## src/rtl/arb_pkg.sv

```systemverilog
package arb_pkg;
  typedef enum logic [1:0] {
    OWN_VIDEO   = 2'd0,
    OWN_CPU     = 2'd1,
    OWN_CPU_WR  = 2'd2,
    OWN_REFRESH = 2'd3
  } owner_e;
endpackage

```

## src/rtl/phase_timer.sv

```systemverilog
// Generates the two-phase cycle, counts cycles within a raster line and
// marks the refresh slots.
module phase_timer #(
  parameter int LINE_CYCLES = 63,
  parameter int REF_START   = 11,
  parameter int REF_SLOTS   = 5
) (
  input  logic clk,
  input  logic rst,
  output logic phi,
  output logic cyc_end,
  output logic refresh
);
  localparam int CYC_W = $clog2(LINE_CYCLES);
  localparam logic [CYC_W-1:0] LAST   = CYC_W'(LINE_CYCLES - 1);
  localparam logic [CYC_W-1:0] REF_LO = CYC_W'(REF_START);
  localparam logic [CYC_W-1:0] REF_HI = CYC_W'(REF_START + REF_SLOTS - 1);

  logic [CYC_W-1:0] cyc;

  always_ff @(posedge clk) begin
    if (rst) begin
      phi <= 1'b0;
      cyc <= '0;
    end else begin
      phi <= ~phi;
      if (phi) cyc <= (cyc == LAST) ? '0 : cyc + 1'b1;
    end
  end

  assign cyc_end = phi;
  assign refresh = ~phi && (cyc >= REF_LO) && (cyc <= REF_HI);
endmodule

```

## src/rtl/steal_seq.sv

```systemverilog
// Tracks owed stolen cycles, the warning period and the sticky read stall.
module steal_seq #(
  parameter int WARN_CYCLES = 3,
  parameter int PTR_CYCLES  = 40,
  parameter int OBJ_CYCLES  = 2,
  parameter int LINE_CYCLES = 63
) (
  input  logic clk,
  input  logic rst,
  input  logic step,
  input  logic add_ptr,
  input  logic add_obj,
  input  logic cpu_rnw,
  output logic ba,
  output logic steal,
  output logic halted
);
  localparam int OWED_W = $clog2(2 * LINE_CYCLES + 1);
  localparam int WARN_W = $clog2(WARN_CYCLES + 1);
  localparam logic [OWED_W:0]   PTR_ADD = (OWED_W + 1)'(PTR_CYCLES);
  localparam logic [OWED_W:0]   OBJ_ADD = (OWED_W + 1)'(OBJ_CYCLES);
  localparam logic [OWED_W:0]   OWED_MAX = {1'b0, {OWED_W{1'b1}}};
  localparam logic [WARN_W-1:0] WARN_N = WARN_W'(WARN_CYCLES);

  logic [OWED_W-1:0] owed;
  logic [WARN_W-1:0] warn;
  logic [OWED_W:0]   tot_raw;
  logic [OWED_W-1:0] tot;

  always_comb begin
    tot_raw = {1'b0, owed} + (add_ptr ? PTR_ADD : '0) + (add_obj ? OBJ_ADD : '0);
    tot     = (tot_raw > OWED_MAX) ? OWED_MAX[OWED_W-1:0] : tot_raw[OWED_W-1:0];
  end

  always_ff @(posedge clk) begin
    if (rst) begin
      ba     <= 1'b1;
      steal  <= 1'b0;
      owed   <= '0;
      warn   <= '0;
      halted <= 1'b0;
    end else if (step) begin
      if (tot == '0) begin
        ba     <= 1'b1;
        steal  <= 1'b0;
        owed   <= '0;
        warn   <= '0;
        halted <= 1'b0;
      end else begin
        ba     <= 1'b0;
        halted <= halted | (~ba & cpu_rnw);
        if (warn < WARN_N) begin
          steal <= 1'b0;
          warn  <= warn + 1'b1;
          owed  <= tot;
        end else begin
          steal <= 1'b1;
          owed  <= tot - 1'b1;
        end
      end
    end
  end
endmodule

```

## src/rtl/cycsteal_arbiter.sv

```systemverilog
module cycsteal_arbiter
  import arb_pkg::*;
#(
  parameter int LINE_CYCLES = 63,
  parameter int WARN_CYCLES = 3,
  parameter int PTR_CYCLES  = 40,
  parameter int OBJ_CYCLES  = 2,
  parameter int REF_START   = 11,
  parameter int REF_SLOTS   = 5
) (
  input  logic       clk,
  input  logic       rst,
  input  logic       ptr_req,
  input  logic       obj_req,
  input  logic       cpu_rnw,
  output logic       phi,
  output logic       ba,
  output logic       aec,
  output logic       cpu_stall,
  output logic       refresh,
  output logic [1:0] owner
);
  logic cyc_end, steal, halted;
  owner_e own;

  phase_timer #(
    .LINE_CYCLES(LINE_CYCLES), .REF_START(REF_START), .REF_SLOTS(REF_SLOTS)
  ) u_timer (
    .clk(clk), .rst(rst), .phi(phi), .cyc_end(cyc_end), .refresh(refresh)
  );

  steal_seq #(
    .WARN_CYCLES(WARN_CYCLES), .PTR_CYCLES(PTR_CYCLES),
    .OBJ_CYCLES(OBJ_CYCLES), .LINE_CYCLES(LINE_CYCLES)
  ) u_seq (
    .clk(clk), .rst(rst), .step(cyc_end), .add_ptr(ptr_req), .add_obj(obj_req),
    .cpu_rnw(cpu_rnw), .ba(ba), .steal(steal), .halted(halted)
  );

  assign aec       = phi & ~steal;
  assign cpu_stall = phi & (steal | (~ba & (halted | cpu_rnw)));

  always_comb begin
    if (!phi)      own = refresh ? OWN_REFRESH : OWN_VIDEO;
    else if (steal) own = OWN_VIDEO;
    else if (!ba)   own = OWN_CPU_WR;
    else            own = OWN_CPU;
  end

  assign owner = own;
endmodule

```

## config.mk

```make
export PLATFORM = sky130hd
export DESIGN_NAME = cycsteal_arbiter
export DESIGN_NICKNAME = d
export VERILOG_FILES = /design/src/rtl/arb_pkg.sv /design/src/rtl/phase_timer.sv /design/src/rtl/steal_seq.sv /design/src/rtl/cycsteal_arbiter.sv
export SDC_FILE = /design/constraint.sdc
export NUM_CORES = 1
export LEC_CHECK = 0
export BUFFER_PORTS_ARGS = -buffer_cell sky130_fd_sc_hd__buf_2
export CORE_MARGIN = 5
export CORE_UTILIZATION = 35
export CTS_BUF_LIST = sky130_fd_sc_hd__clkbuf_8
export CTS_CLUSTER_SIZE = 24
export DETAILED_ROUTE_END_ITERATION = 12
export PLACE_DENSITY = 0.54
export SETUP_SLACK_MARGIN = 0.2
export SYNTH_ARGS = -nofsm -noshare
export SYNTH_HDL_FRONTEND = slang
export SYNTH_HIERARCHICAL = 1
export SYNTH_SLANG_ARGS = --single-unit
```

## constraint.sdc

```tcl
create_clock -name clk -period 3.2 [get_ports clk]
set_clock_uncertainty 0.2 [all_clocks]
set_input_delay 0.32 -clock clk [delete_from_list [all_inputs] [get_ports clk]]
set_output_delay 0.32 -clock clk [all_outputs]
set_load 0.005 [all_outputs]
```

==> impl_metrics.yaml, run 1 <==
floorplan:
  placementRows: 22
  floorplan.initialDensity_pct: 35.5
  die_w_um: 70.5
  pin_count: 12
  fp.coreArea_um2: 3610
  die-area_um2: 4970
  dieHeight_um: 70.5
cells_and_area:
  final_nets: 165
  final_cell_mix: "sky130_fd_sc_hd__dfxtp_1, sky130_fd_sc_hd__nor2_1, sky130_fd_sc_hd__buf_2"
  layout-area-overhead-vs-synth_pct: 9.38
  fillerInstances: 376
  post_route_cells_drive_above_1_share_pct: 19.2
  insertedDiodeCount: 0
  stdcell_area_um2: 1400
  layout.cells.most_common: "sky130_fd_sc_hd__dfxtp_1"
hold_path:
  hold-path-endpoint: "u_timer/cyc_end"
  hold_path_depth: 2
  hold_path_startpoint: "rst"
  min_path_type: "in2reg"
critical_path:
  critPathMaxStageDelay_ns: 0.37
  path_max_fanout: 8
  timing.critical_path.slowest_stage_cell: "sky130_fd_sc_hd__o21ai_2"
  critical_path.cell_chain: "ha_1 > ha_1 > a21oi_2 > o21ai_2 > nor2_1 > ha_1 > nand2_1 > nor3_1 > xor2_1 > o21ai_0 > a221oi_1"
  cp-end-kind: "flop"
  r2r_path_start: "u_seq/owed[1]"
  r2r.worst_path.cells: 11
  setup.worst_path.start_class: "flop"
  timing.reg2reg.setup_slack_ns: 0.53
  crit_top_cell: "sky130_fd_sc_hd__ha_1"
  worst-setup-path-type: "reg2reg"
  arrival_ns: 2.64
  rr_endpoint: "u_seq/owed[4]"
  critical_path_required_ns: 3.16
synth:
  syn-mean-instance-area_um2: 9.01
  ys_async_sr_fraction_pct: 0
  synth_largest_area_cell: "sky130_fd_sc_hd__dfxtp_1"
  synth.cell_area_um2: 1280
  synth_top_flop_cell: "sky130_fd_sc_hd__dfxtp_1"
  yosys_warnings: 6
  nets_in_the_synthesized_netlist: 155
  gate_count_of_the_mapped_netlist: 142
  synth_edf_count: 0
  ys_ff_latch: 19
  synth_top_area_share_pct: 29.7
  netlist_top_cells_area: "sky130_fd_sc_hd__dfxtp_1, sky130_fd_sc_hd__ha_1, sky130_fd_sc_hd__nor2_1, sky130_fd_sc_hd__xor2_1, sky130_fd_sc_hd__nand2b_1"
  ys_seq_area_share_pct: 29.7
  netlist-cell-type-count: 56
power:
  power.ir.vdd_worst_mv: 0.210
  cellLeakagePower_nw: 0.539
  power_per_cell_area_nw_per_um2: 388
placement:
  hpwlAfterDp_um: 1910
  io_buffers: 11
  globalplace.congestion: 0.822
  placement.cell_area_um2: 1350
global_routing:
  first_global_vias: 1009
  pin_count_of_the_biggest_net_entering_global_routing: 36
  track_usage_pct: 10.9
  globalRoute.totalOverflow: 0
  wire_length_of_the_first_global_routing_pass_um: 4430
  grt_antenna_before_repair: 0
clocking:
  cts-root-buf: "sky130_fd_sc_hd__clkbuf_8"
  cts.sinks: 19
  clock_buffer_count_from_cts: 3
  clkSlewWorstSetupHoldPaths_ns: 0.07
  insertion_delay_ns: 0.25
  tritoncts: "built"
  htree_levels: 1
  postCtsSetupBuffers: 0
  cts_max_path_buffers: 2
sta:
  maxSlewHeadroom_pct: 32.1
  final_hold_viol_count: 0
  final.min_clock_period_ns: 2.67
  report.final.setup_viol: 0
  timing.final.crit_share_pct: 83.6
  rsz0062_at_grt: "no"
  max_freq_ghz: 0.374
  setup_tns_ns: 0
  worst_pin_slew_ns: 1.02
  slew_viol_final: 0
  worst_case_hold_slack_ns: 0.205
detailed_routing:
  first_iter_violations: 72
  dr.pass1.iters: 5
  dr_total_vias: 1051
  ant_nets: 0
  drc_errors: 0
  routedWlPerCell_um: 13.2
  postRouteWirelength_um: 2620
  avgViaCountPerCell: 5.28
job:
  maxCapViolations: 0
outcome:
  outcome: "finished clean"
[synth_stat cells (2+ instances only)]
library cell                count
sky130_fd_sc_hd__a211oi_1       3
sky130_fd_sc_hd__ha_1           8
sky130_fd_sc_hd__xnor2_1        3
sky130_fd_sc_hd__inv_1          5
sky130_fd_sc_hd__buf_4          3
sky130_fd_sc_hd__o2bb2ai_1      2
sky130_fd_sc_hd__nor3_1         3
sky130_fd_sc_hd__nor4b_1        2
sky130_fd_sc_hd__o32ai_1        2
sky130_fd_sc_hd__o211ai_1       2
sky130_fd_sc_hd__a221oi_1       2
sky130_fd_sc_hd__a21oi_1        5
sky130_fd_sc_hd__xor2_1         5
sky130_fd_sc_hd__nor2b_1        2
sky130_fd_sc_hd__or3_1          4
sky130_fd_sc_hd__nand2_1        9
sky130_fd_sc_hd__dfxtp_1       19
sky130_fd_sc_hd__nand3_1        2
sky130_fd_sc_hd__o31ai_1        2
sky130_fd_sc_hd__nand2b_1       6
sky130_fd_sc_hd__nor2_1        12
sky130_fd_sc_hd__nand4_1        3
sky130_fd_sc_hd__or3b_2         2
sky130_fd_sc_hd__o21ai_0        4
[worst max-delay path by stage]
stage                        startpoint       endpoint  slack [ns]  cells after the start
after detailed placement        obj_req  u_seq/owed[4]        0.25                     12
after floorplan                 obj_req  u_seq/owed[4]        0.67                     11
after global placement          obj_req  u_seq/owed[4]        0.31                     12
final                     u_seq/owed[1]  u_seq/owed[4]        0.53                     11
after CTS                 u_seq/owed[1]  u_seq/owed[4]        0.32                     11
after global routing      u_seq/owed[1]  u_seq/owed[4]        0.25                     11
[kinds of logic after synthesis]
| group | count (synthesis) | synth area share [%] |
|---|---|---|
| muxes | 1 | 0.782 |
| and+or+nand+nor | 57 | 27.3 |
| adders and majority gates | 8 | 7.82 |
| AOI/OAI and AO/OA | 37 | 22.0 |
| buffers and inverters | 11 | 5.18 |
| DFF | 19 | 29.7 |
| xor gates and xnor gates | 9 | 7.23 |
[through the flow]
| step | util, % | worst slack (ns) | instances | power [mW] |
|---|---|---|---|---|
| after floorplan | - | 0.674 | 142 | 0.366 |
| after global placement | 37.4 | 0.312 | 195 | 0.387 |
| after detailed placement | 37.4 | 0.251 | 195 | 0.388 |
| after CTS | 38.6 | 0.323 | 199 | 0.552 |
| after global routing | 38.8 | 0.250 | 199 | 0.578 |
| final | 38.8 | 0.526 | 199 | 0.543 |
[state kept, by name, indices dropped and copies added, names as in the netlist]
signal / cells
u_seq/owed: 7
u_seq/warn: 2
u_seq/halted: 1
u_timer/cyc: 6
u_timer/cyc_end: 1
u_seq/steal: 1
u_seq/ba: 1
[area by class of cell]
type | count | area (µm²) | area share [%]
multi-input cells | 112 | 841 | 60.1
well taps | 48 | 60.1 | 4.29
flip-flops and latches | 19 | 380 | 27.2
clock inverters | 1 | 3.75 | 0.268
inverters | 5 | 18.8 | 1.34
repair buffers | 11 | 55.1 | 3.93
clock buffers | 3 | 41.3 | 2.95
[where the power goes]
part	total, mW	internal (mW)	switching (mW)
Clock	0.159	0.0852	0.0742
Sequential	0.267	0.249	0.0180
Combinational	0.117	0.0548	0.0621
Total	0.543	0.389	0.154
[worst max-delay path, delay by kind of cell, from the launching register on]
kind,cells,cell delay [ns]
xor gates and xnor gates,1,0.14
AOI/OAI and AO/OA,4,0.90
and+or+nand+nor,3,0.28
adders and majority gates,3,0.73
DFF,1,0.33
[routing by layer]
| layer | GRT usage, % | vias up | wire, µm | part of all wire [%] |
|---|---|---|---|---|
| met3 | 3.45 | 5 | 68 | 2.6 |
| met1 | 13.3 | 488 | 1230 | 47 |
| met2 | 18.4 | 11 | 1290 | 49 |
| li1 | - | 547 | - | - |
| met5 | 0 | - | 0 | 0 |
| met4 | 2.55 | 0 | 32 | 1.2 |
[repair_timing]
action | in CTS | in global routing
hold buffers | 0 | 0
resized for setup | 0 | 2
setup endpoints to repair | 0 | 7
(Power assumes the default switching activity.)
==> run 2: changes to the inputs <==
==> constraint.sdc (replaced) <==
create_clock -name clk -period 2.6 [get_ports clk]
set_clock_uncertainty 0.2 [all_clocks]
set_input_delay 0.26 -clock clk [delete_from_list [all_inputs] [get_ports clk]]
set_output_delay 0.26 -clock clk [all_outputs]
set_load 0.005 [all_outputs]
==> run 2 against run 1 <==
  * Die area unchanged
  * Core utilization up 5.2 points
  * Count of clock-buffer cells in the layout stayed put
  * Sequential power rose by 23%
  * Critical path depth is 4 lower
  * Fmax grew 14%
  * Sequential share of layout area down 3.0 points
  * Register-to-register slack worse by 0.28 ns
  * Largest cell class unchanged
==> impl_metrics.yaml, run 2 (synthesized netlist as in run 1, its figures left out) <==
outcome:
  outcome: "finished clean"
critical_path:
  cp-end-kind: "flop"
  timing.reg2reg.setup_slack_ns: 0.25
  rr_endpoint: "u_seq/owed[3]"
  path_max_fanout: 8
  setup.worst_path.start_class: "flop"
  worst_setup_path_startpoint: "u_seq/owed[1]"
  r2r.worst_path.cells: 7
  timing.critical_path.to: "u_seq/owed[3]"
  r2r_path_start: "u_seq/owed[1]"
  arrival_ns: 2.27
  worst-setup-path-type: "reg2reg"
  critical_path_required_ns: 2.52
global_routing:
  grt_antenna_before_repair: 0
  first_global_vias: 1089
  globalRoute.totalOverflow: 0
  wire_length_of_the_first_global_routing_pass_um: 4880
  pin_count_of_the_biggest_net_entering_global_routing: 24
  track_usage_pct: 11.9
power:
  power.ir.vdd_worst_mv: 0.354
  total_power_mw: 0.711
  cellLeakagePower_nw: 0.601
  power_per_cell_area_nw_per_um2: 448
clocking:
  cts.sinks: 19
  clkSlewWorstSetupHoldPaths_ns: 0.07
  htree_levels: 1
  cts_max_path_buffers: 2
  tritoncts: "built"
  cts_hold_repair.buffers: 0
  cts-root-buf: "sky130_fd_sc_hd__clkbuf_8"
  insertion_delay_ns: 0.25
  clock_buffer_count_from_cts: 3
cells_and_area:
  fillerInstances: 322
  register_area_um2: 384
  largestRegisters: "u_seq/owed (7), u_timer/cyc (6), u_seq/warn (2)"
  registers.top_by_ff_count: "u_seq/owed"
  final_cell_mix: "sky130_fd_sc_hd__dfxtp_1, sky130_fd_sc_hd__nor2_1, sky130_fd_sc_hd__buf_4"
  stdcell_area_um2: 1590
  largest_reg_flops: 7
  total_area_of_multi_input_combinational_cells_um2: 935
  layout.cells.most_common: "sky130_fd_sc_hd__dfxtp_1"
  insertedDiodeCount: 0
  layout-area-overhead-vs-synth_pct: 24.0
  final_nets: 177
  post_route_cells_drive_above_1_share_pct: 32.5
floorplan:
  die_w_um: 70.5
  pin_count: 12
  floorplan.initialDensity_pct: 35.5
  placementRows: 22
  dieHeight_um: 70.5
  fp.coreArea_um2: 3610
  die-area_um2: 4970
placement:
  dp_worst_slack_ns: 0.0188
  globalplace.congestion: 0.882
  io_buffers: 11
  hpwlAfterDp_um: 2060
  placement.cell_area_um2: 1420
sta:
  report.final.setup_viol: 0
  maxSlewHeadroom_pct: 52.0
  max_freq_ghz: 0.426
  finalWorstSetupSlack_ns: 0.251
  worst_pin_slew_ns: 0.720
  timing.final.crit_share_pct: 90.4
  final_hold_viol_count: 0
  slew_viol_final: 0
  final.min_clock_period_ns: 2.35
  setup_tns_ns: 0
  rsz0062_at_grt: "yes"
detailed_routing:
  avgViaCountPerCell: 5.35
  routedWlPerCell_um: 13.3
  first_iter_violations: 99
  drc_errors: 0
  dr_total_vias: 1129
  dr.pass1.iters: 4
  postRouteWirelength_um: 2800
  ant_nets: 0
hold_path:
  min_path_type: "in2reg"
job:
  maxCapViolations: 0
-- run 2: cell types whose count changed in the layout (fill, tap and decap cells not counted), sizes merged --
| cell | delta |
|---|---|
| buf | +12 |
-- run 2: cell type report --
cell class,count,area share [%]
multi-input cells,112,58.9
flip-flops and latches,19,24.2
repair buffers,23,9.14
well taps,48,3.78
clock buffers,3,2.60
inverters,5,1.18
clock inverters,1,0.236
-- run 2: worst min-delay path by stage --
| stage | cells past startpoint | startpoint | to |
|---|---|---|---|
| floorplan | 1 | rst | u_timer/cyc_end |
| global placement | 2 | u_seq/steal | u_seq/steal |
| detailed placement | 2 | u_seq/steal | u_seq/steal |
| CTS | 2 | rst | u_timer/cyc_end |
| global route | 2 | rst | u_seq/owed[5] |
| finish | 2 | rst | u_timer/cyc_end |
-- run 2: power breakdown --
| group | total, mW | switching [mW] | internal (mW) |
|---|---|---|---|
| clock | 0.196 | 0.0917 | 0.105 |
| sequential | 0.328 | 0.0215 | 0.306 |
| combinational | 0.187 | 0.0902 | 0.0968 |
| total | 0.711 | 0.203 | 0.508 |
-- run 2: critical path, cell delays in order, from the launching register on --
cell and delay [ns]:
sky130_fd_sc_hd__dfxtp_4 0.36, sky130_fd_sc_hd__ha_4 0.17, sky130_fd_sc_hd__ha_4 0.19, sky130_fd_sc_hd__xor2_4 0.17, sky130_fd_sc_hd__or3_1 0.31, sky130_fd_sc_hd__a311o_2 0.46
sky130_fd_sc_hd__nor2_4 0.25, sky130_fd_sc_hd__o32ai_1 0.12
-- run 2: what timing repair did --
action,4_1_cts,5_1_grt
pin swaps,4,7
endpoints found under the hold margin,0,0
gates resized for setup,8,10
buffers inserted,0,3
setup endpoints to repair,12,12
-- run 2: through the flow --
stage               std cells  hold slack [ns]  util [%]
floorplan                 142            0.127         -
global placement          204            0.291      39.5
detailed placement        204            0.293      39.5
CTS                       208            0.140      41.7
global route              211            0.181      44.0
finish                    211            0.148      44.0
-- run 2: per-layer routing --
metal	share of wire [%]	up-vias	GRT usage, %
met5	0	-	0
met4	0.46	0	2.55
met3	4.0	2	3.74
met2	49	22	19.2
met1	47	535	15.3
li1	-	570	-
